<file path="config.mk">
export PLATFORM = sky130hd
export DESIGN_NAME = adc_preempt_arbiter
export DESIGN_NICKNAME = d
export VERILOG_FILES = /design/src/rtl/adc_arb_pkg.sv /design/src/rtl/adc_arb_datapath.sv /design/src/rtl/adc_arb_control.sv /design/src/rtl/adc_preempt_arbiter.sv
export SDC_FILE = /design/constraint.sdc
export NUM_CORES = 1
export LEC_CHECK = 0
export BUFFER_PORTS_ARGS = -buffer_cell sky130_fd_sc_hd__clkbuf_2
export CORE_AREA = 2 2 123 125
export CTS_CLUSTER_SIZE = 28
export DETAILED_ROUTE_END_ITERATION = 16
export DIE_AREA = 0 0 125 127
export PLACE_DENSITY = 0.82
export SYNTH_ARGS = -nofsm -noshare
export SYNTH_HDL_FRONTEND = slang
export SYNTH_HIERARCHICAL = 1
export SYNTH_SLANG_ARGS = --single-unit
</file>
<file path="constraint.sdc">
create_clock -name clk -period 74 [get_ports clk]
set_input_delay 11.1 -clock clk [delete_from_list [all_inputs] [get_ports clk]]
set_output_delay 11.1 -clock clk [all_outputs]
set_load 0.005 [all_outputs]
</file>
<file path="src/rtl/adc_arb_pkg.sv">
package adc_arb_pkg;

  typedef enum logic [1:0] {
    ST_IDLE   = 2'd0,
    ST_CONV   = 2'd1,
    ST_CANCEL = 2'd2
  } arbState_t;

  // strobes from control to datapath
  typedef struct packed {
    logic grab;    // latch current winner as active channel
    logic retire;  // active conversion finished, drop its pending bit
  } arbStrobe_t;

endpackage

</file>
<file path="src/rtl/adc_arb_datapath.sv">
module adc_arb_datapath
  import adc_arb_pkg::*;
#(
  parameter int NUM_CH = 32,
  parameter int PRIO_W = 2,
  parameter int ANA_W  = 6,
  localparam int IDX_W = $clog2(NUM_CH)
) (
  input  logic                      clk,
  input  logic                      rst_n,
  input  logic [NUM_CH-1:0]         reqVec,
  input  logic [NUM_CH*PRIO_W-1:0]  prioFlat,
  input  logic [NUM_CH*ANA_W-1:0]   anaSelFlat,
  input  arbStrobe_t                strb,
  output logic                      hasWinner,
  output logic                      preemptReq,
  output logic [IDX_W-1:0]          activeIdx,
  output logic [ANA_W-1:0]          anaChan
);

  logic [NUM_CH-1:0] pend;
  logic [NUM_CH-1:0] clrMask;
  logic [PRIO_W-1:0] chPrio [NUM_CH];
  logic [ANA_W-1:0]  chAna  [NUM_CH];
  logic [IDX_W-1:0]  winIdx;
  logic [PRIO_W-1:0] winPrio;
  logic [PRIO_W-1:0] activePrio;

  for (genvar g = 0; g < NUM_CH; g++) begin : g_unpack
    assign chPrio[g] = prioFlat[g*PRIO_W +: PRIO_W];
    assign chAna[g]  = anaSelFlat[g*ANA_W +: ANA_W];
  end

  // scan downward with >= so the lowest index keeps ties
  always_comb begin
    hasWinner = 1'b0;
    winIdx    = '0;
    winPrio   = '0;
    for (int i = NUM_CH - 1; i >= 0; i--) begin
      if (pend[i] && (!hasWinner || chPrio[i] >= winPrio)) begin
        hasWinner = 1'b1;
        winIdx    = IDX_W'(i);
        winPrio   = chPrio[i];
      end
    end
  end

  assign preemptReq = hasWinner && (winPrio > activePrio);

  always_comb begin
    clrMask = '0;
    if (strb.retire) clrMask[activeIdx] = 1'b1;
  end

  always_ff @(posedge clk) begin
    if (!rst_n) begin
      pend       <= '0;
      activeIdx  <= '0;
      activePrio <= '0;
      anaChan    <= '0;
    end else begin
      pend <= (pend & ~clrMask) | reqVec;
      if (strb.grab) begin
        activeIdx  <= winIdx;
        activePrio <= winPrio;
        anaChan    <= chAna[winIdx];
      end
    end
  end

  a_r2_grab_needs_pending: assert property (@(posedge clk) disable iff (!rst_n)
    strb.grab |-> hasWinner && pend[winIdx]);

  a_r8_retire_clears: assert property (@(posedge clk) disable iff (!rst_n)
    (strb.retire && !reqVec[activeIdx]) |=> !pend[$past(activeIdx)]);

  a_r11_active_kept: assert property (@(posedge clk) disable iff (!rst_n)
    (pend[activeIdx] && !strb.retire) |=> pend[$past(activeIdx)]);

endmodule

</file>
<file path="src/rtl/adc_arb_control.sv">
module adc_arb_control
  import adc_arb_pkg::*;
(
  input  logic       clk,
  input  logic       rst_n,
  input  logic       convDone,
  input  logic       hasWinner,
  input  logic       preemptReq,
  output arbStrobe_t strb,
  output logic       startPulse,
  output logic       cancelPulse,
  output logic       doneValid
);

  arbState_t state, stateNxt;
  logic      abortNow;

  always_comb begin
    stateNxt    = state;
    strb.grab   = 1'b0;
    strb.retire = 1'b0;
    abortNow    = 1'b0;
    unique case (state)
      ST_IDLE: begin
        if (hasWinner) begin
          strb.grab = 1'b1;
          stateNxt  = ST_CONV;
        end
      end
      ST_CONV: begin
        if (convDone) begin
          strb.retire = 1'b1;
          stateNxt    = ST_IDLE;
        end else if (preemptReq) begin
          abortNow = 1'b1;
          stateNxt = ST_CANCEL;
        end
      end
      ST_CANCEL: begin
        strb.grab = 1'b1;
        stateNxt  = ST_CONV;
      end
      default: stateNxt = ST_IDLE;
    endcase
  end

  always_ff @(posedge clk) begin
    if (!rst_n) begin
      state       <= ST_IDLE;
      startPulse  <= 1'b0;
      cancelPulse <= 1'b0;
      doneValid   <= 1'b0;
    end else begin
      state       <= stateNxt;
      startPulse  <= strb.grab;
      cancelPulse <= abortNow;
      doneValid   <= strb.retire;
    end
  end

  a_r4_start_single: assert property (@(posedge clk) disable iff (!rst_n)
    startPulse |=> !startPulse);

  a_r5_cancel_then_start: assert property (@(posedge clk) disable iff (!rst_n)
    cancelPulse |=> startPulse);

  a_r9_done_excludes_cancel: assert property (@(posedge clk) disable iff (!rst_n)
    !(cancelPulse && doneValid));

  a_r10_done_needs_conv: assert property (@(posedge clk) disable iff (!rst_n)
    doneValid |-> $past(state) == ST_CONV);

endmodule

</file>
<file path="src/rtl/adc_preempt_arbiter.sv">
module adc_preempt_arbiter
  import adc_arb_pkg::*;
#(
  parameter int NUM_CH = 32,
  parameter int PRIO_W = 2,
  parameter int ANA_W  = 6,
  localparam int IDX_W = $clog2(NUM_CH)
) (
  input  logic                     clk,
  input  logic                     rst_n,
  input  logic [NUM_CH-1:0]        reqVec,
  input  logic [NUM_CH*PRIO_W-1:0] prioFlat,
  input  logic [NUM_CH*ANA_W-1:0]  anaSelFlat,
  input  logic                     convDone,
  output logic                     startPulse,
  output logic                     cancelPulse,
  output logic [ANA_W-1:0]         anaChan,
  output logic [IDX_W-1:0]         actIdx,
  output logic                     doneValid
);

  arbStrobe_t strb;
  logic       hasWinner;
  logic       preemptReq;

  adc_arb_datapath #(
    .NUM_CH(NUM_CH), .PRIO_W(PRIO_W), .ANA_W(ANA_W)
  ) dp_i (
    .clk(clk), .rst_n(rst_n), .reqVec(reqVec), .prioFlat(prioFlat),
    .anaSelFlat(anaSelFlat), .strb(strb), .hasWinner(hasWinner),
    .preemptReq(preemptReq), .activeIdx(actIdx), .anaChan(anaChan)
  );

  adc_arb_control ctl_i (
    .clk(clk), .rst_n(rst_n), .convDone(convDone), .hasWinner(hasWinner),
    .preemptReq(preemptReq), .strb(strb), .startPulse(startPulse),
    .cancelPulse(cancelPulse), .doneValid(doneValid)
  );

endmodule

</file>
* After elaboration in Yosys (flattened, before gate mapping) *
Index checks and enable logic that the tools add are counted.

word-level totals
  flip-flop bits (word level) = 50
  bits in latches = 0
  bits in writable memories = 0
  ROM bits = 0
  input bits = 291
  output and inout bits = 14
  word-level logic and storage cells = 262
  memories = 0

operators by class
  add/sub/neg operators = 0
  multiply operators = 0
  div/mod/pow operators = 0
  $lt $le $gt $ge = 35
  equal/unequal tests = 4
  shifts and indexed selects = 0
  mux-type cells = 111
  bitwise gates (word level) = 6
  reduce and logical (&&, ||, !) cells = 98

operators with widths
  operator                                                                             number
  5-bit two-way mux                                                                    32
  2-bit two-way mux                                                                    35
  2-bit greater-or-equal comparator                                                    31
  1-bit two-way mux                                                                    37
  1-bit logical AND                                                                    33
  32-bit AND                                                                           1
  32-bit two-way mux                                                                   1
  32-bit NOT                                                                           1
  32-bit OR                                                                            1
  1-bit logical NOT                                                                    31
  1-bit logical OR                                                                     31
  6-bit binary-select mux with 5-bit select                                            1
  6-bit two-way mux                                                                    2
  6-bit greater-or-equal comparator, second input constant                             1
  5-bit by 6-bit less-than comparator with 1-bit output, second input constant         1
  5-bit NOT with 6-bit output                                                          1
  2-bit case mux with 3 select lines                                                   1
  1-bit demux with 5-bit select                                                        1
  5-bit by 1-bit greater-or-equal comparator with 1-bit output, second input constant  1
  3-bit by 2-bit != test with 1-bit output, second input constant                      1
  3-bit OR reduction                                                                   1
  2-bit by 1-bit equality test with 1-bit output, second input constant                1
  2-bit equality test, second input constant                                           1
  2-bit greater-than comparator                                                        1
  other kinds (5)                                                                      6

* Depth between registers and ports, before layout *
Gate-level depths: netlist of the first run.

  depth in word-level cells = 130
  gate-level depth with buffers = 227
  depth with buffers taken out = 224

* Cells and area by module *
Netlist of the first run, hierarchy kept.

modules (own cells, without submodules)
  module            times used  cells an instance  area each (um2)  seq. area each (um2)
  adc_arb_datapath  1           990                6947.9           900.9
  adc_arb_control   1           14                 175.2            100.1

* Worst setup path before layout of the first run *
No wires, ideal clock.

  kind = input port to flip-flop
  start = input port prioFlat[62]
  end = register dp_i.anaChan[5]
  setup time = 0.079 ns
  arrival time = 48.511 ns
  data required time = 73.921 ns
  path slack = 25.410 ns
  stages = 209
  buffers on the path = 1
  cell sequence = and2_1 > ha_1 > nor2b_1 > o2bb2ai_2 > mux2_2 > ha_1 > nand2b_1 > a211o_1 > and2_1 > nor2_1 > a21oi_1 > ha_1 > nand2b_1 > a221o_2 > a221oi_4 > buf_6 > inv_1 > ha_1 > (+173 left out) > nand2b_1 > nor2_1 > o21ai_0 > nand2_1 > a31o_2 > mux2_2 > ha_1 > nand2b_1 > a21oi_1 > a21boi_1 > or3_1 > or4_1 > or3_4 > nor2_4 > nand2_1 > a221oi_1 > a22oi_1 > o211ai_1

between the ends
  word-level cells in the longest chain between the ends = 129
  elaborated cells on any way between the ends = 222
  classes of those cells = 31 x order compare; 98 x mux; 1 x bitwise; 92 x reduce/logical

RTL lines
  element                                                                        RTL line                   RTL
  from (decl)                                                                    adc_preempt_arbiter.sv:12  input logic [NUM_CH*PRIO_W-1:0] prioFlat,
  2-bit two-way mux (*)                                                          adc_arb_datapath.sv:40     if (pend[i] && (!hasWinner || chPrio[i] >= winPrio)) begin
  2-bit greater-or-equal comparator                                              adc_arb_datapath.sv:40
  1-bit logical OR                                                               adc_arb_datapath.sv:40
  1-bit logical AND                                                              adc_arb_datapath.sv:40
  2-bit two-way mux / 1-bit two-way mux (equally long branches)                  adc_arb_datapath.sv:40
  2-bit greater-or-equal comparator / 1-bit logical NOT (equally long branches)  adc_arb_datapath.sv:40
  1-bit logical OR                                                               adc_arb_datapath.sv:40
  1-bit logical AND                                                              adc_arb_datapath.sv:40
  (+112 left out)                                                                -
  2-bit two-way mux / 1-bit two-way mux (equally long branches)                  adc_arb_datapath.sv:40
  2-bit greater-or-equal comparator / 1-bit logical NOT (equally long branches)  adc_arb_datapath.sv:40
  1-bit logical OR                                                               adc_arb_datapath.sv:40
  1-bit logical AND                                                              adc_arb_datapath.sv:40
  5-bit two-way mux                                                              adc_arb_datapath.sv:40
  5-bit NOT with 6-bit output (implied by the code)                              adc_arb_datapath.sv:66     anaChan <= chAna[winIdx];
  6-bit binary-select mux with 5-bit select                                      adc_arb_datapath.sv:66
  6-bit two-way mux (implied by the code) (2 in series)                          adc_arb_datapath.sv:66
  to (signal assigned)                                                           adc_arb_datapath.sv:66
  to (decl)                                                                      adc_arb_datapath.sv:18     output logic [ANA_W-1:0] anaChan

Every way passes the cells marked *; elsewhere a longest branch is shown, timed or not. The select of a mux whose other input is x is not followed.
A chain may end at the register's enable or synchronous reset.

* Worst setup path after layout of the first run *
  start = input port prioFlat[62]
  end = register dp_i.anaChan[1]

The elaborated chain is that of the path after synthesis.

==> results.cfg, run 1 <==
[setup_path]
critPathCaptureType = flop
setup.worst_path.start_class = input pin
cp.required_ns = 74.16
crit_arrival_ns = 54.19
max_stage_delay_on_crit_path_ns = 0.78
crit_cells = 212
worst-path-buf-inv = 5
timing_worst_setup_path_type = input pin to flop
worst_r2r_path_depth = 211
cpMaxStageDelayCell = sky130_fd_sc_hd__a221oi_4
cp_top_family = compound AO/OA/AOI/OAI gates
critical_path.most_common_cell = sky130_fd_sc_hd__ha_1
critPathMaxFanout = 46

[clocking]
post-cts-setup-buffer-count = 0
root_buffer = sky130_fd_sc_hd__clkbuf_16
cts.hold.buffers_added = 0
gates_resized_cts_repair = 0
cts.htree.levels = 2
clock_sink_count = 50
insertion_delay_ns = 0.28
worst_setup_hold_path_clk_slew_ns = 0.06
cts_buffers = 5
ctsLongestPathBuffers = 2
clock_tree_from_tritoncts = built

[run_status]
run_status = completed

[yosys]
ys.flop_type = sky130_fd_sc_hd__dfxtp_1
synthCells = 1004
async_set_reset_flop_share_out_of_synthesis = 0
synth.top_cell.area_share = 0.141
yosysMostFrequentCell = sky130_fd_sc_hd__nand2_1
ys_top_cells_by_count = sky130_fd_sc_hd__nand2_1 (153), sky130_fd_sc_hd__nor2_1 (78), sky130_fd_sc_hd__a21oi_1 (74), sky130_fd_sc_hd__inv_1 (74), sky130_fd_sc_hd__mux2i_1 (52)
postSynthAreaPerCell_um2 = 7.09
synth_sequential_area_ratio = 0.141
mappedNetlistArea_um2 = 7120
cell_taking_the_most_area_after_synthesis = sky130_fd_sc_hd__dfxtp_1
synth_cell_types = 102
number_of_enable_type_register_cells_in_the_synthesized_netlist = 0
post_synth_main_area_contributors = sky130_fd_sc_hd__dfxtp_1 (14%), sky130_fd_sc_hd__nand2_1 (8.1%), sky130_fd_sc_hd__mux2i_1 (7.3%)
ys_seq_elements = 50
yosysWarnings = 6
synth_fp_nets = 1334

[worst_hold_path]
min_delay_path_class = flop to flop
hold_path_depth = 2

[floorplan]
dieArea_um2 = 15900
start_util = 0.494
core_area_um2 = 14400
placementRows = 44
y_dimension_of_the_die_um = 127
io-pin-count = 305
die_width_um = 125

[timing]
pins_over_slew_limit = 0
setup-tns-final_ns = 0
tightest_slew_margin_relative_to_the_limit = 0.243
timing.fmax_mhz = 18.5
tightestPinTransition_ns = 1.13
setup_violations = 0
final.setup.worst_slack_ns = 19.96
setup_repair_after_global_routing_missed_its_margin = no
worst_clock_skew_ns = 0.00550
final_min_period_over_clock_period = 0.730
timing_hold_violations_final = 0
finalWorstPathRequiredPeriod_ns = 54.04

[global_routing]
grt_max_degree = 68
grt_util_all_layers = 0.309
global_route.overflow_total = 0
grt_first_pass_wirelength_um = 40500
antenna_found_initial = 0
number_of_global_route_vias_before_repair = 8173

[cells_and_area]
finish.net_count = 1610
flow.area_growth_from_synthesis_pct = 24.0
layout-drive-gt1-share = 0.305
num_antenna_cells = 0

[place]
detailed_place_hpwl_um = 21300
place_worst_setup_slack_ns = 20.28
numPortBuffers = 304
place.gp.congestion = 0.993

[route]
wl_per_cell_um = 17.6
dr_total_vias = 8761
ant_nets = 0
detailedRoute.firstPassIterationCount = 5
wirelength_um = 25800
drcViolationCount = 0
drtIter0Drc = 652
route.detailed.vias_per_inst = 5.98

[pwr]
max-vdd-ir-drop_v = 0.0000113
cell_pwr_density_nw_per_um2 = 20.1
power_mw = 0.178
leakagePower_nw = 4.24

[run]
timing.max_cap.violations = 0
==> layer usage <==
metal | GRT usage | up-vias | wire length (um)
met3 | 0.0398 | 66 | 1750
li1 | - | 4273 | -
met2 | 0.559 | 406 | 12600
met5 | 0 | - | 0
met4 | 0.138 | 0 | 1110
met1 | 0.367 | 4016 | 10300
==> cells by family (layout without fill, tap and decap cells) <==
| family | count (synthesis) | after routing | synth area share |
|---|---|---|---|
| AOI/OAI and AO/OA | 310 | 310 | 0.321 |
| buffers and inverters | 116 | 392 | 0.0722 |
| muxes | 76 | 76 | 0.111 |
| DFF | 50 | 50 | 0.141 |
| adders and majority gates | 41 | 41 | 0.0713 |
| and+or+nand+nor | 411 | 411 | 0.284 |
==> cell type report <==
| class | instances | area [um^2] |
|---|---|---|
| sequential | 50 | 1000 |
| inverter | 75 | 282 |
| timing repair buffer | 310 | 1570 |
| fill | 1375 | 5590 |
| multi-input combinational | 838 | 5620 |
| clock inverter | 2 | 15.0 |
| clock buffer | 5 | 125 |
| tap | 184 | 230 |
==> power breakdown <==
| group | internal, mW | total [mW] | switching [mW] |
|---|---|---|---|
| sequential | 0.0303 | 0.0347 | 0.00440 |
| clock | 0.0123 | 0.0223 | 0.00993 |
| combinational | 0.0503 | 0.121 | 0.0705 |
| total | 0.0929 | 0.178 | 0.0849 |
==> registers in the layout, summed over array words and instances (netlist names) <==
signal	flops
dp_i/anaChan	6
dp_i/activePrio	2
ctl_i/state	2
dp_i/activeIdx	5
dp_i/pend	32
ctl_i/cancelPulse	1
ctl_i/startPulse	1
ctl_i/doneValid	1
==> tightest hold or removal path, delay by kind of cell (launching register included) <==
| kind | cells | cell delay (ns) |
|---|---|---|
| flip-flops | 1 | 0.31 |
| AND/OR/NAND/NOR | 2 | 0.13 |
==> through the flow <==
stage               instance area, um^2  utilization  cells  hold slack, ns
floorplan                          7120            -   1004           0.458
global placement                   8690        0.603   1457           0.471
detailed placement                 8690        0.603   1457           0.483
CTS                                8830        0.613   1464           0.494
global route                       8830        0.613   1464           0.535
finish                             8830        0.613   1464           0.488
==> cells in the final DEF (no fill, tap or decap), types with 28 or more instances in the layout <==
| cell | instances |
|---|---|
| sky130_fd_sc_hd__nor2_1 | 78 |
| sky130_fd_sc_hd__dfxtp_1 | 50 |
| sky130_fd_sc_hd__o21ai_0 | 49 |
| sky130_fd_sc_hd__inv_1 | 74 |
| sky130_fd_sc_hd__a21oi_1 | 74 |
| sky130_fd_sc_hd__nand2_1 | 153 |
| sky130_fd_sc_hd__ha_1 | 39 |
| sky130_fd_sc_hd__nand2b_1 | 28 |
| sky130_fd_sc_hd__nand3_1 | 30 |
| sky130_fd_sc_hd__mux2i_1 | 52 |
| sky130_fd_sc_hd__clkbuf_2 | 304 |
==> path summary, 6_finish.rpt <==
path	from	to	slack, ns
setup / recovery	prioFlat[62]	dp_i/anaChan[1]$_SDFFE_PN0P_	19.96
hold / removal	dp_i/activePrio[0]$_SDFFE_PN0P_	dp_i/activePrio[0]$_SDFFE_PN0P_	0.49
setup reg to reg	dp_i/pend[31]$_SDFF_PN0_	dp_i/anaChan[1]$_SDFFE_PN0P_	30.32
hold reg to reg	dp_i/activePrio[0]$_SDFFE_PN0P_	dp_i/activePrio[0]$_SDFFE_PN0P_	0.49
No activity file was read; power rests on OpenSTA's default activity.
==> inputs of run 2 (changes only) <==
Settings changed: CORE_AREA 2 2 123 125 to 2 2 129 131, DIE_AREA 0 0 125 127 to 0 0 131 133, PLACE_DENSITY 0.82 to 0.78.
Clock period 74 ns to 44.8 ns, I/O delays scaled along.
==> results.cfg, run 2 (synthesis gave the netlist of run 1 again) <==
[run_status]
run_status = completed

[cells_and_area]
regMostFlops = dp_i/pend
num_antenna_cells = 0
layout_commonest_cell = sky130_fd_sc_hd__clkbuf_2
finish.net_count = 1756
largest_reg_flops = 32
layout-drive-gt1-share = 0.468
layout_top_registers = dp_i/pend x32, dp_i/anaChan x6, dp_i/activeIdx x5
flow.area_growth_from_synthesis_pct = 53.9
fin_cells = 1647
most-common-layout-cells = sky130_fd_sc_hd__clkbuf_2 (304), sky130_fd_sc_hd__buf_4 (144), sky130_fd_sc_hd__nand2_1 (142)

[setup_path]
setup.worst_path.start_class = input pin
worst_r2r_path_depth = 212
cpMaxStageDelayCell = sky130_fd_sc_hd__or4_4
cp.required_ns = 45.04
startpoint = prioFlat[63]
crit_arrival_ns = 44.53
timing_worst_setup_path_type = input pin to flop
critPathMaxFanout = 6
reg2reg_setup_slack_ns = 6.40
max_stage_delay_on_crit_path_ns = 0.53
timing.rr.end = dp_i/anaChan[1]$_SDFFE_PN0P_
critPathCaptureType = flop
worst_r2r_startpoint = dp_i/pend[31]$_SDFF_PN0_

[timing]
final_min_period_over_clock_period = 0.988
tightestPinTransition_ns = 1.12
final.setup.worst_slack_ns = 0.517
worst_clock_skew_ns = 0.00937
setup-tns-final_ns = 0
setup_violations = 0
pins_over_slew_limit = 0
timing_hold_violations_final = 0
final.hold.worst_slack_ns = 0.499
timing.fmax_mhz = 22.6
tightest_slew_margin_relative_to_the_limit = 0.248
finalWorstPathRequiredPeriod_ns = 44.28

[route]
drtIter0Drc = 662
wl_per_cell_um = 18.5
route.detailed.vias_per_inst = 5.86
wirelength_um = 30400
ant_nets = 0
dr_total_vias = 9658
detailedRoute.firstPassIterationCount = 5
drcViolationCount = 0

[floorplan]
placementRows = 47
dieArea_um2 = 17400
io-pin-count = 305
start_util = 0.440
y_dimension_of_the_die_um = 133
core_area_um2 = 16200
die_width_um = 131

[global_routing]
antenna_found_initial = 0
global_route.overflow_total = 0
grt_first_pass_wirelength_um = 42500
grt_max_degree = 40
grt_util_all_layers = 0.305
number_of_global_route_vias_before_repair = 8756

[place]
numPortBuffers = 304
place_worst_setup_slack_ns = -0.776
detailed_place_hpwl_um = 23000
post-place-cells = 1607
place.gp.congestion = 0.957

[clocking]
clock_sink_count = 50
cts.hold.buffers_added = 0
clock_tree_from_tritoncts = built
insertion_delay_ns = 0.29
ctsLongestPathBuffers = 2
worst_setup_hold_path_clk_slew_ns = 0.08
cts.htree.levels = 2
root_buffer = sky130_fd_sc_hd__clkbuf_16
cts_buffers = 5

[worst_hold_path]
hold_path_depth = 2
min_delay_path_class = flop to flop
min_delay_worst_endpoint = dp_i/activePrio[0]$_SDFFE_PN0P_
timing.hold.worst.start = dp_i/activePrio[0]$_SDFFE_PN0P_

[pwr]
cell_pwr_density_nw_per_um2 = 35.4
power_mw = 0.388
max-vdd-ir-drop_v = 0.0000190
leakagePower_nw = 5.25

[run]
timing.max_cap.violations = 0
run 2: changes by cell type in the layout (fill, tap and decap cells not counted), sizes merged:
cell / before / now
buf: 6 / 152
inv: 74 / 75
run 2: through the flow:
stage,instance area (um^2),utilization
after floorplan,7120,-
after global placement,9650,0.596
after detailed placement,9650,0.596
after CTS,9840,0.608
after global routing,11000,0.678
final,11000,0.678
run 2: timing repair:
action | in CTS | in global routing
pin swaps | 3 | 105
gates resized for setup | 8 | 180
buffers inserted | 1 | 31
setup endpoints to repair | 7 | 16
run 2: critical path: cells and delay by family:
| kind | cells | cell delay (ns) |
|---|---|---|
| compound gates | 82 | 14.23 |
| simple gates | 81 | 10.85 |
| fa+ha+maj | 33 | 8.86 |
| mux | 9 | 2.90 |
| buf+inv | 8 | 0.88 |
run 2: worst max path at each step:
stage | end | cells after the start
CTS | dp_i/anaChan[2]$_SDFFE_PN0P_ | 208
floorplan | dp_i/anaChan[5]$_SDFFE_PN0P_ | 209
detailed placement | dp_i/anaChan[2]$_SDFFE_PN0P_ | 208
finish | dp_i/anaChan[1]$_SDFFE_PN0P_ | 213
global placement | dp_i/anaChan[2]$_SDFFE_PN0P_ | 208
global route | dp_i/anaChan[1]$_SDFFE_PN0P_ | 214
run 2: where the power goes:
part	switching [mW]	internal, mW	leakage, nW
clock	0.0182	0.0209	0.0664
sequential	0.00816	0.0500	0.417
combinational	0.147	0.144	4.76
total	0.173	0.215	5.25
run 2: area by class of cell:
cell class,instances,area (um^2)
clock inverters,3,23.8
fillers,1304,5210
flip-flops and latches,50,1000
well taps,220,275
multi-input cells,838,6530
inverters,75,282
repair buffers,456,2730
clock buffers,5,125
run 2: routing by layer:
metal	wire, um	GRT usage	vias up
met4	1270	0.104	0
met3	2080	0.0299	95
met2	15600	0.564	524
li1	-	-	4563
met1	11400	0.361	4476
met5	0	0	-
